[config.mk]
export PLATFORM = sky130hd
export DESIGN_NAME = burst_col_gen
export DESIGN_NICKNAME = d
export VERILOG_FILES = /design/src/rtl/bcg_pkg.sv /design/src/rtl/bcg_len_decode.sv /design/src/rtl/bcg_addr_map.sv /design/src/rtl/bcg_seq_ctrl.sv /design/src/rtl/burst_col_gen.sv
export SDC_FILE = /design/constraint.sdc
export NUM_CORES = 1
export LEC_CHECK = 0
export CAP_MARGIN = 15
export CORE_MARGIN = 2
export CORE_UTILIZATION = 45
export DETAILED_ROUTE_END_ITERATION = 10
export PLACE_DENSITY = 0.7
export SKIP_CTS_REPAIR_TIMING = 1
export SYNTH_ARGS = -nofsm -noshare
export SYNTH_HDL_FRONTEND = slang
export SYNTH_SLANG_ARGS = --single-unit
[constraint.sdc]
create_clock -name clk -period 3.55 [get_ports clk]
set_clock_uncertainty 0.2 [all_clocks]
set_input_delay 0.5325 -clock clk [delete_from_list [all_inputs] [get_ports clk]]
set_output_delay 0.5325 -clock clk [all_outputs]
set_load 0.03 [all_outputs]
[src/rtl/bcg_pkg.sv]
// Package: shared codes for the burst column address generator.
// Assumes the length code field is three bits wide, as the command format fixes it.
package bcg_pkg;
    localparam int unsigned LEN_CODE_W = 3;

    typedef enum logic [LEN_CODE_W-1:0] {
        BL_ONE  = 3'b000,
        BL_TWO  = 3'b001,
        BL_FOUR = 3'b010,
        BL_EIGHT = 3'b011,
        BL_PAGE = 3'b111
    } bl_code_e;
endpackage

[src/rtl/bcg_len_decode.sv]
// Module: bcg_len_decode
// Turns a length code, the ordering select and the single-write override into
// a legality flag, a full-page flag and a wrap mask (burst length minus one).
// Assumes COL_W >= 3, so that an 8-beat block fits inside the page.
module bcg_len_decode
    import bcg_pkg::*;
#(
    parameter int COL_W = 9
) (
    input  logic [LEN_CODE_W-1:0] len_code,
    input  logic                  ilv,
    input  logic                  is_write,
    input  logic                  wr_single,
    output logic                  legal,
    output logic                  full,
    output logic [COL_W-1:0]      mask
);

    // Decode the code to a mask, then apply the single-location override for writes.
    always_comb begin
        legal = 1'b1;
        full  = 1'b0;
        mask  = '0;
        case (len_code)
            BL_ONE:   mask = '0;
            BL_TWO:   mask = COL_W'(1);
            BL_FOUR:  mask = COL_W'(3);
            BL_EIGHT: mask = COL_W'(7);
            BL_PAGE: begin
                if (ilv) begin
                    legal = 1'b0;
                end else begin
                    full = 1'b1;
                    mask = '1;
                end
            end
            default:  legal = 1'b0;
        endcase
        if (is_write && wr_single) begin
            full = 1'b0;
            mask = '0;
        end
    end

endmodule

[src/rtl/bcg_addr_map.sv]
// Module: bcg_addr_map
// Maps the start column and beat counter to the column of the current beat.
// Bits above the mask come from the start column; bits under the mask are the
// start offset plus (sequential) or XOR (interleaved) the counter.
// Assumes the counter never exceeds the mask for fixed-length bursts.
module bcg_addr_map #(
    parameter int COL_W = 9
) (
    input  logic [COL_W-1:0] base_col,
    input  logic [COL_W-1:0] cnt,
    input  logic [COL_W-1:0] mask,
    input  logic             ilv,
    output logic [COL_W-1:0] col
);

    logic [COL_W-1:0] off;
    logic [COL_W-1:0] low_seq;
    logic [COL_W-1:0] low_ilv;

    // Form both candidate low parts and merge with the aligned block base.
    always_comb begin
        off     = base_col & mask;
        low_seq = (off + cnt) & mask;
        low_ilv = (off ^ cnt) & mask;
        col     = (base_col & ~mask) | (ilv ? low_ilv : low_seq);
    end

endmodule

[src/rtl/bcg_seq_ctrl.sv]
// Module: bcg_seq_ctrl
// Holds the burst state: active flag, beat counter and the captured command.
// Priority on an enabled edge: accepted command, then stop, then advance.
// Assumes legal/full/mask_in are decoded from the same-cycle command inputs.
module bcg_seq_ctrl #(
    parameter int COL_W = 9
) (
    input  logic             clk,
    input  logic             rst_n,
    input  logic             cke,
    input  logic             start,
    input  logic             legal,
    input  logic             full_in,
    input  logic [COL_W-1:0] mask_in,
    input  logic             ilv_in,
    input  logic [COL_W-1:0] start_col,
    input  logic             stop,
    output logic             act,
    output logic             last,
    output logic [COL_W-1:0] cnt,
    output logic [COL_W-1:0] base_q,
    output logic [COL_W-1:0] mask_q,
    output logic             ilv_q
);

    logic full_q;
    logic at_end;
    logic accept;

    // Final beat of a fixed-length burst: counter has reached the mask.
    always_comb begin
        at_end = !full_q && (cnt == mask_q);
        accept = cke && start && legal;
        last   = act && at_end;
    end

    // Burst state update; a low clock enable holds everything.
    always_ff @(posedge clk) begin
        if (!rst_n) begin
            act    <= 1'b0;
            cnt    <= '0;
            base_q <= '0;
            mask_q <= '0;
            ilv_q  <= 1'b0;
            full_q <= 1'b0;
        end else if (cke) begin
            if (start && legal) begin
                act    <= 1'b1;
                cnt    <= '0;
                base_q <= start_col;
                mask_q <= mask_in;
                ilv_q  <= ilv_in;
                full_q <= full_in;
            end else if (stop) begin
                act <= 1'b0;
            end else if (act) begin
                if (at_end) begin
                    act <= 1'b0;
                end else begin
                    cnt <= cnt + 1'b1;
                end
            end
        end
    end

    // frozen state while the clock enable is low
    p_freeze_r9: assert property (@(posedge clk) disable iff (!rst_n)
        !cke |=> $stable(act) && $stable(cnt) && $stable(base_q));

    // a full-page burst never flags a last beat
    p_page_nolast_r5: assert property (@(posedge clk) disable iff (!rst_n)
        act && full_q |-> !last);

    // the burst ends after its last beat
    p_end_after_last_r2: assert property (@(posedge clk) disable iff (!rst_n)
        cke && last && !accept |=> !act);

    // stop ends the burst on the next cycle
    p_stop_r6: assert property (@(posedge clk) disable iff (!rst_n)
        cke && stop && !accept |=> !act);

    // an accepted command restarts at beat zero
    p_restart_r10: assert property (@(posedge clk) disable iff (!rst_n)
        accept |=> act && (cnt == '0));

    // the counter stays inside the block of a fixed-length burst
    p_cnt_in_block_r3: assert property (@(posedge clk) disable iff (!rst_n)
        act && !full_q |-> ((cnt & ~mask_q) == '0));

endmodule

[src/rtl/burst_col_gen.sv]
// Module: burst_col_gen (top)
// Column address sequence generator for one DRAM read or write burst.
// Assumes commands and stop are sampled only on edges where cke is high.
module burst_col_gen
    import bcg_pkg::*;
#(
    parameter int COL_W = 9
) (
    input  logic                  clk,
    input  logic                  rst_n,
    input  logic                  cke,
    input  logic                  cmd_go,
    input  logic [COL_W-1:0]      cmd_col,
    input  logic                  cmd_write,
    input  logic [LEN_CODE_W-1:0] len_code,
    input  logic                  interleave,
    input  logic                  wr_single,
    input  logic                  burst_stop,
    output logic [COL_W-1:0]      col_addr,
    output logic                  col_valid,
    output logic                  col_last
);

    logic             dec_legal;
    logic             dec_full;
    logic [COL_W-1:0] dec_mask;
    logic             st_act;
    logic             st_last;
    logic [COL_W-1:0] st_cnt;
    logic [COL_W-1:0] st_base;
    logic [COL_W-1:0] st_mask;
    logic             st_ilv;

    bcg_len_decode #(.COL_W(COL_W)) u_dec (
        .len_code  (len_code),
        .ilv       (interleave),
        .is_write  (cmd_write),
        .wr_single (wr_single),
        .legal     (dec_legal),
        .full      (dec_full),
        .mask      (dec_mask)
    );

    bcg_seq_ctrl #(.COL_W(COL_W)) u_ctrl (
        .clk       (clk),
        .rst_n     (rst_n),
        .cke       (cke),
        .start     (cmd_go),
        .legal     (dec_legal),
        .full_in   (dec_full),
        .mask_in   (dec_mask),
        .ilv_in    (interleave),
        .start_col (cmd_col),
        .stop      (burst_stop),
        .act       (st_act),
        .last      (st_last),
        .cnt       (st_cnt),
        .base_q    (st_base),
        .mask_q    (st_mask),
        .ilv_q     (st_ilv)
    );

    bcg_addr_map #(.COL_W(COL_W)) u_map (
        .base_col (st_base),
        .cnt      (st_cnt),
        .mask     (st_mask),
        .ilv      (st_ilv),
        .col      (col_addr)
    );

    // Drive the beat flags straight from the burst state.
    always_comb begin
        col_valid = st_act;
        col_last  = st_last;
    end

    // a reserved code never starts a burst from idle
    p_reserved_idle_r7: assert property (@(posedge clk) disable iff (!rst_n)
        cke && cmd_go && !col_valid && !burst_stop &&
        ((len_code[2] && (len_code != 3'b111)) || (len_code == 3'b111 && interleave))
        |=> !col_valid);

    // first beat presents the start column
    p_first_beat_r11: assert property (@(posedge clk) disable iff (!rst_n)
        cke && cmd_go && !len_code[2] |=> col_valid && (col_addr == $past(cmd_col)));

    // flags are low after a reset edge
    p_reset_r1: assert property (@(posedge clk)
        !rst_n |=> !col_valid && !col_last);

endmodule

### Word-level counts from Yosys, hierarchy flattened

Cells that the tools add are included.

* equal/unequal tests: 7
* reduce and logical (&&, ||, !) cells: 10
* muxes and demuxes: 16
* $add $sub $neg: 2
* bitwise gates (word level): 7

Operator list (number)
* two-way mux 9 bit: 7
* AND 9 bit: 4
* case mux 9 bit (4 select lines): 1
* adder 9 x 1 -> 9 bit (second input constant): 1
* adder 9 bit: 1
* == test 9 bit: 1
* NOT 9 bit: 1
* bitwise OR 9 bit: 1
* bitwise XOR 9 bit: 1
* two-way mux 1 bit: 7
* == test 3 x 2 -> 1 bit (second input constant): 2
* logical AND 1 bit: 4
* AND reduction 4 bit: 1
* OR reduction 4 bit: 1
* == test 3 x 1 -> 1 bit (second input constant): 1
* == test 3 bit (second input constant): 1
* zero test 3 bit: 1
* != test 2 x 1 -> 1 bit (second input constant): 1
* != test 2 bit (second input constant): 1
* case mux 1 bit (2 select lines): 1
* AND reduction 2 bit: 1
* nonzero test 2 bit: 1
* zero test 1 bit: 1

* flip-flop bits (word level): 30
* output and inout port bits: 11

### Depth between registers and ports, before layout

Gate-level depths: netlist (run 1).

* depth in word-level cells: 6
* mapped depth: 10

### Hierarchy

A second synthesis (run 1) with hierarchy kept.

* cell total of the unflattened synthesis: 256
* area, all modules: 2072.0 sq um

Modules (own cells, without submodules)
* bcg_seq_ctrl: cells each 165, instances 1, area each 1376.3 sq um
* bcg_addr_map: cells each 74, instances 1, area each 569.3 sq um
* bcg_len_decode: cells each 17, instances 1, area each 126.4 sq um

### Worst setup path after synthesis (run 1)

No wires, ideal clock.

* path type: register to output
* start point: register u_ctrl.mask_q[0]
* end point: output port col_addr[8]
* data arrival time: 2.518 ns
* buffers on the path: 0
* stages on the path, launching flop included: 11
* slack: 0.300 ns
* cell sequence: dfxtp_1 -> and2_1 -> ha_1 -> inv_1 -> fa_1 -> nand2b_1 -> a211oi_1 -> a31oi_1 -> o22ai_1 -> mux2i_1 -> xor2_1

* cells in the longest elaborated chain, start to end: 5

RTL lines
* start, declared: line bcg_seq_ctrl.sv:22 `output logic [COL_W-1:0] mask_q,`
* start signal, assigned: line bcg_seq_ctrl.sv:51 `mask_q <= mask_in;`
* AND 9 bit: line bcg_addr_map.sv:22 `off = base_col & mask;`
* adder 9 bit: line bcg_addr_map.sv:23 `low_seq = (off + cnt) & mask;`
* AND 9 bit: line bcg_addr_map.sv:23
* two-way mux 9 bit: line bcg_addr_map.sv:25 `col = (base_col & ~mask) | (ilv ? low_ilv : low_seq);`
* bitwise OR 9 bit: line bcg_addr_map.sv:25
* end, declared: line burst_col_gen.sv:19 `output logic [COL_W-1:0] col_addr,`

Every way passes these cells.

### Worst setup path in the final report (run 1)

Same ends and word-level chain as after synthesis.

==> impl_metrics.tcl, run 1 <==
set metrics [dict create \
    clockBufferDepth 2 \
    fin_crit_sh 0.977 \
    maxSlewViolCount 0 \
    slew_headroom 0.323 \
    outcome "complete, no violations" \
    worstMarginPinSlew_ps 1010 \
    cp-start-kind "flip-flop" \
    cts_buffers 3 \
    grt_usage 0.188 \
    grtUsageMet3 0.0204 \
    detailed_place_hpwl_um 2760 \
    first_global_vias 1437 \
    coreArea_um2 3690 \
    dieArea_um2 4410 \
    htree_levels 1 \
    cts_sinks 25 \
    syn_nets 254 \
    fin_nets 287 \
    layout_setup_ws_ps 80.7 \
    max_freq_ghz 0.288 \
    yosys_warnings 0 \
    p_leak_nw 0.909 \
    min_period_ps 3470 \
    cp_max_fo 4 \
    drc 0 \
    grt_start_max_net_pins 23 \
    finalHoldViolations 0 \
    cts_tree "done" \
    met1_usage 0.245 \
    initial_core_util 0.475 \
    viasPerCell 5.32 \
    grt_overflow 0 \
    whs_ps 282 \
    ys_seq_area_frac 0.286 \
    antenna_left 0 \
    first_pass_iters 4 \
    rsz0062_at_grt "true" \
    io_pins 31 \
    cp.required_ps 2820 \
    grt_pass1_wl_um 6350 \
    root_buffer "clkbuf_8" \
    clkTransAtPathRegs_ps 100 \
    io_buffers 30 \
    power_mw 0.563 \
    via_count 1616 \
    synth_area_per_cell_um2 7.82 \
    wl_um 3910 \
    finalSetupViolations 0 \
    postLayoutCoreUtil 0.602 \
    fin_setup_tns_ps 0 \
    antenna_found_initial 0 \
    routabilityCongestion 0.829 \
    netlist_instances 224 \
    cap_viol_max_count 0 \
    drtIter0Drc 80 \
    die_w_um 66.4 \
    area_growth_syn_to_layout_pct 26.9 \
    met2_usage 0.314 \
    diodes 0 \
    critPathCaptureType "output pin" \
    clk_latency_ps 280 \
    placementRows 22 \
    vdd_drop_max_mv 0.147 \
    hold_path_class "flip-flop to flip-flop" \
    busiest_layer "met2" \
    place_ws_ps 125 \
    synth-seq-cells 25 \
    routedWlPerCell_um 12.9 \
    ys_types 48 \
    die-height_um 66.4 \
    worstSetupPathType "flip-flop to output pin" \
    syn-cell-area_um2 1750 \
    p_per_area_nw_per_um2 253 \
    cp.arrival_ps 2740 \
    layout-drive-gt1-share 0.141 \
]
## path summary, 6_finish.rpt
kind	endpoint	depth (start not counted)	from	slack (ps)
hold reg to reg	u_ctrl.base_q[3]	2	u_ctrl.base_q[3]	280
setup / recovery	col_addr[8]	11	u_ctrl.mask_q[0]	80
hold / removal	u_ctrl.base_q[3]	2	u_ctrl.base_q[3]	280
setup reg to reg	u_ctrl.cnt[0]	6	u_ctrl.cnt[5]	1520
## logic make-up (layout without fill, tap and decap cells)
family / count (synthesis) / count (layout) / share of synthesized area
fa+ha+maj: 10 / 10 / 0.0757
buf+inv: 18 / 50 / 0.0536
flops: 25 / 25 / 0.286
mux: 4 / 4 / 0.0250
simple gates: 104 / 104 / 0.309
xor+xnor: 14 / 14 / 0.0700
compound gates: 49 / 49 / 0.181
## Yosys cell counts, drive strengths merged
cell type,instances,area [µm²]
inv,9,33.8
xnor2,6,52.6
nand2,39,146
ha,9,113
o211ai,1,7.51
mux2,3,33.8
dfxtp,25,500
mux2i,1,10.0
fa,1,20.0
nor2,22,82.6
clkbuf,6,32.5
nor3b,1,12.5
o21a,1,7.51
xor2,8,70.1
nor3,2,15.0
nand4b,1,8.76
and4,2,18.8
nand2b,2,12.5
clkdlybuf4s50,1,11.3
and3b,1,10.0
nor4,4,46.3
a22oi,1,7.51
a21boi,16,120
nand3,8,40.0
and2,8,52.6
nand4,8,50.1
and3,2,12.5
buf,2,16.3
or4,2,18.8
a21oi,12,63.8
o22ai,1,6.26
a31oi,4,25.0
a211oi,1,7.51
o21ai,12,71.3
nor2b,1,6.26
and2b,1,8.76
## routing by layer
metal,share of wire,vias up
li1,-,840
met1,0.45,728
met3,0.054,6
met2,0.48,42
met5,0,-
met4,0.019,0
## per-stage QoR
| step | instances | area (µm²) |
|---|---|---|
| finish | 304 | 2220 |
| global route | 304 | 2220 |
| CTS | 304 | 2150 |
| detailed placement | 300 | 2100 |
| global placement | 300 | 2100 |
| floorplan | 224 | 1750 |
## where the power goes
part	internal, mW	total (mW)	switching, mW
clock	0.0799	0.182	0.102
sequential	0.286	0.292	0.00593
combinational	0.0436	0.0886	0.0450
## cell type report
cell class                 instances  area [µm²]
inverter                           9        33.8
multi-input combinational        181        1220
tap                               48        60.1
timing repair buffer              37         358
fill                             339        1470
clock buffer                       3        41.3
sequential                        25         502
clock inverter                     1        7.51
## state kept, by name, indices dropped and copies added, names as in the netlist
signal and flops:
u_ctrl.mask_q 4, u_ctrl.ilv_q 1, u_ctrl.full_q 1, u_ctrl.act 1, u_ctrl.cnt 9, u_ctrl.base_q 9
## cells in the final DEF, fill, tap and decap left out, types with 2 or more instances in the layout
master           netlist  layout
buf_4                  0       8
o21ai_0                9       9
ha_1                   9       8
mux2_2                 3       3
and2_4                 1       2
nand4_1                8       8
a21boi_0              15      15
and2_1                 7       6
dlymetal6s2s_1         0       3
a31oi_1                4       3
nand3_1                8       8
xnor2_1                6       6
clkbuf_8               1       3
nor2_1                22      22
inv_1                  9       8
o21ai_1                2       2
xor2_1                 8       8
nand2_1               39      39
and3_1                 2       2
nor4_1                 2       2
dfxtp_1               25      24
a21oi_1               11      11
clkdlybuf4s50_1        0      26
## critical path, stage by stage, from the launching register on
cell	delay, ps
dfxtp_2	370
and2_4	150
ha_4	120
inv_2	40
fa_2	370
nand2b_4	150
a211oi_4	300
a31oi_4	140
o22ai_2	180
mux2i_2	280
xor2_1	160
buf_4	170
(Power assumes the default switching activity.)
==> inputs of run 2 (changes only) <==
--- a/config.mk
+++ b/config.mk
@@ -7,9 +7,9 @@
 export LEC_CHECK = 0
 export CAP_MARGIN = 15
 export CORE_MARGIN = 2
-export CORE_UTILIZATION = 45
+export CORE_UTILIZATION = 53
 export DETAILED_ROUTE_END_ITERATION = 10
-export PLACE_DENSITY = 0.7
+export PLACE_DENSITY = 0.8
 export SKIP_CTS_REPAIR_TIMING = 1
 export SYNTH_ARGS = -nofsm -noshare
 export SYNTH_HDL_FRONTEND = slang
==> run 2 against run 1 <==
Effect of this change: worst hold slack improved by 1.9 ps; worst setup slack got worse by 4.6 ps; die area fell by 14%; sequential share of layout area rose by 0.84 points; first-iteration DRC count fell by 33%; sequential cell count did not move; fmax fell by 0.13%; sequential power barely moved; final cell count fell by 1.3%; global-route usage rose by 2.3 points; critical endpoint unchanged; largest power group unchanged; highest routed layer unchanged.
==> impl_metrics.tcl, run 2 (synthesis gave the netlist of run 1 again) <==
set metrics [dict create \
    sequentialPowerShare 0.579 \
    drtIter0Drc 54 \
    outcome "complete, no violations" \
    die-height_um 61.5 \
    io_buffers 30 \
    reg2reg_from "u_ctrl.cnt[5]" \
    layout-drive-gt1-share 0.105 \
    first_global_vias 1447 \
    min_period_ps 3470 \
    detailed_place_hpwl_um 2770 \
    viasPerCell 5.34 \
    routedWlPerCell_um 12.1 \
    reg2reg_depth 6 \
    mostFrequentLayoutCells "39 x nand2_1, 24 x clkdlybuf4s50_1, 24 x dfxtp_1, 22 x nor2_1, 15 x a21boi_0" \
    rsz0062_at_grt "true" \
    reg2reg_setup_slack_ps 1520 \
    slew_headroom 0.421 \
    p_int_mw 0.374 \
    clockBufferDepth 2 \
    grt_start_max_net_pins 23 \
    coreArea_um2 3100 \
    clkTransAtPathRegs_ps 120 \
    initial_core_util 0.565 \
    routabilityCongestion 0.845 \
    final_common_cell "nand2_1" \
    reg_top3 "u_ctrl.base_q: 9 flops, u_ctrl.cnt: 9 flops, u_ctrl.mask_q: 4 flops" \
    finalSetupViolations 0 \
    net-switching-power_mw 0.130 \
    p_leak_nw 0.922 \
    die_w_um 61.5 \
    cts_tree "done" \
    cp-start-kind "flip-flop" \
    vdd_drop_max_mv 0.158 \
    htree_levels 1 \
    slowest_delay_ps 370 \
    grt_overflow 0 \
    combPwrFrac 0.175 \
    diodes 0 \
    cts_buffers 3 \
    dieArea_um2 3780 \
    fin_crit_sh 0.979 \
    cp-endpoint "col_addr[8]" \
    fin_nets 287 \
    antenna_found_initial 0 \
    p_per_area_nw_per_um2 235 \
    hold_path_class "flip-flop to flip-flop" \
    first_pass_iters 4 \
    max_freq_ghz 0.288 \
    drc 0 \
    maxSlewViolCount 0 \
    grt_pass1_wl_um 6060 \
    power.share.clock 0.246 \
    worstSetupPathType "flip-flop to output pin" \
    worstMarginPinSlew_ps 866 \
    cap_viol_max_count 0 \
    path_cells "and2_1 -> ha_1 -> inv_1 -> fa_1 -> nand2b_1 -> a211oi_2 -> a31oi_1 -> o22ai_1 -> mux2i_1 -> xor2_1 -> buf_4" \
    r2r_end "u_ctrl.cnt[0]" \
    via_count 1603 \
    root_buffer "clkbuf_4" \
    cp_max_fo 4 \
    clk_latency_ps 320 \
    cts_sinks 25 \
    fill_cells 289 \
    crit_slowest_cell "dfxtp_2" \
    finalHoldViolations 0 \
    cp.arrival_ps 2740 \
    grt_usage 0.211 \
    wl_um 3620 \
    placementRows 20 \
    io_pins 31 \
    critPathCaptureType "output pin" \
    cp.required_ps 2820 \
    area_growth_syn_to_layout_pct 22.3 \
    postLayoutCoreUtil 0.690 \
    startpoint "u_ctrl.mask_q[0]" \
    swShare 0.259 \
    whs_ps 284 \
    antenna_left 0 \
]
## run 2: how the worst min path moves through the flow
stage / startpoint / to / cells past startpoint
after floorplan: u_ctrl.base_q[6] / u_ctrl.base_q[6] / 2
after global placement: u_ctrl.full_q / u_ctrl.full_q / 2
after detailed placement: u_ctrl.base_q[3] / u_ctrl.base_q[3] / 2
after CTS: u_ctrl.base_q[3] / u_ctrl.base_q[3] / 2
after global routing: u_ctrl.base_q[0] / u_ctrl.base_q[0] / 2
final: u_ctrl.base_q[3] / u_ctrl.base_q[3] / 2
## run 2: critical path: cells and delay by family (launching register included)
kind	cells	cell delay [ps]
buffers and inverters	2	250
adders and majority gates	2	540
muxes	1	240
xor gates and xnor gates	1	180
DFF	1	370
AOI/OAI and AO/OA	3	540
and+or+nand+nor	2	310
## run 2: final cells by class
type	instances	area, µm²	share of cell area
multi-input combinational	181	1160	0.543
sequential	25	502	0.234
timing repair buffer	37	363	0.169
tap	44	55.1	0.0257
inverter	9	33.8	0.0158
clock buffer	4	26.3	0.0123
## run 2: metal layers
metal	part of all wire	track usage
met1	0.48	0.265
met2	0.48	0.379
met3	0.030	0.0252
met4	0.010	0.0547
met5	0	0
## run 2: power by group through the flow
stage          Sequential (mW)  Clock [mW]  Combinational, mW
6_report                 0.292       0.124             0.0881
2_1_floorplan            0.297           0             0.0487
3_3_place_gp             0.298           0             0.0880
4_1_cts                  0.292       0.128             0.0889
3_5_place_dp             0.298           0             0.0884
5_1_grt                  0.293       0.143             0.0958
## run 2: metrics by stage
step | setup TNS [ps] | setup WS, ps | std cells | total power, mW | instance area (µm²)
global route | -64.1 | -64.1 | 300 | 0.532 | 2140
detailed placement | 0 | 150 | 296 | 0.387 | 2100
floorplan | 0 | 300 | 224 | 0.346 | 1750
CTS | -471 | -235 | 300 | 0.509 | 2120
global placement | 0 | 196 | 296 | 0.386 | 2100
finish | 0 | 76.1 | 300 | 0.504 | 2140
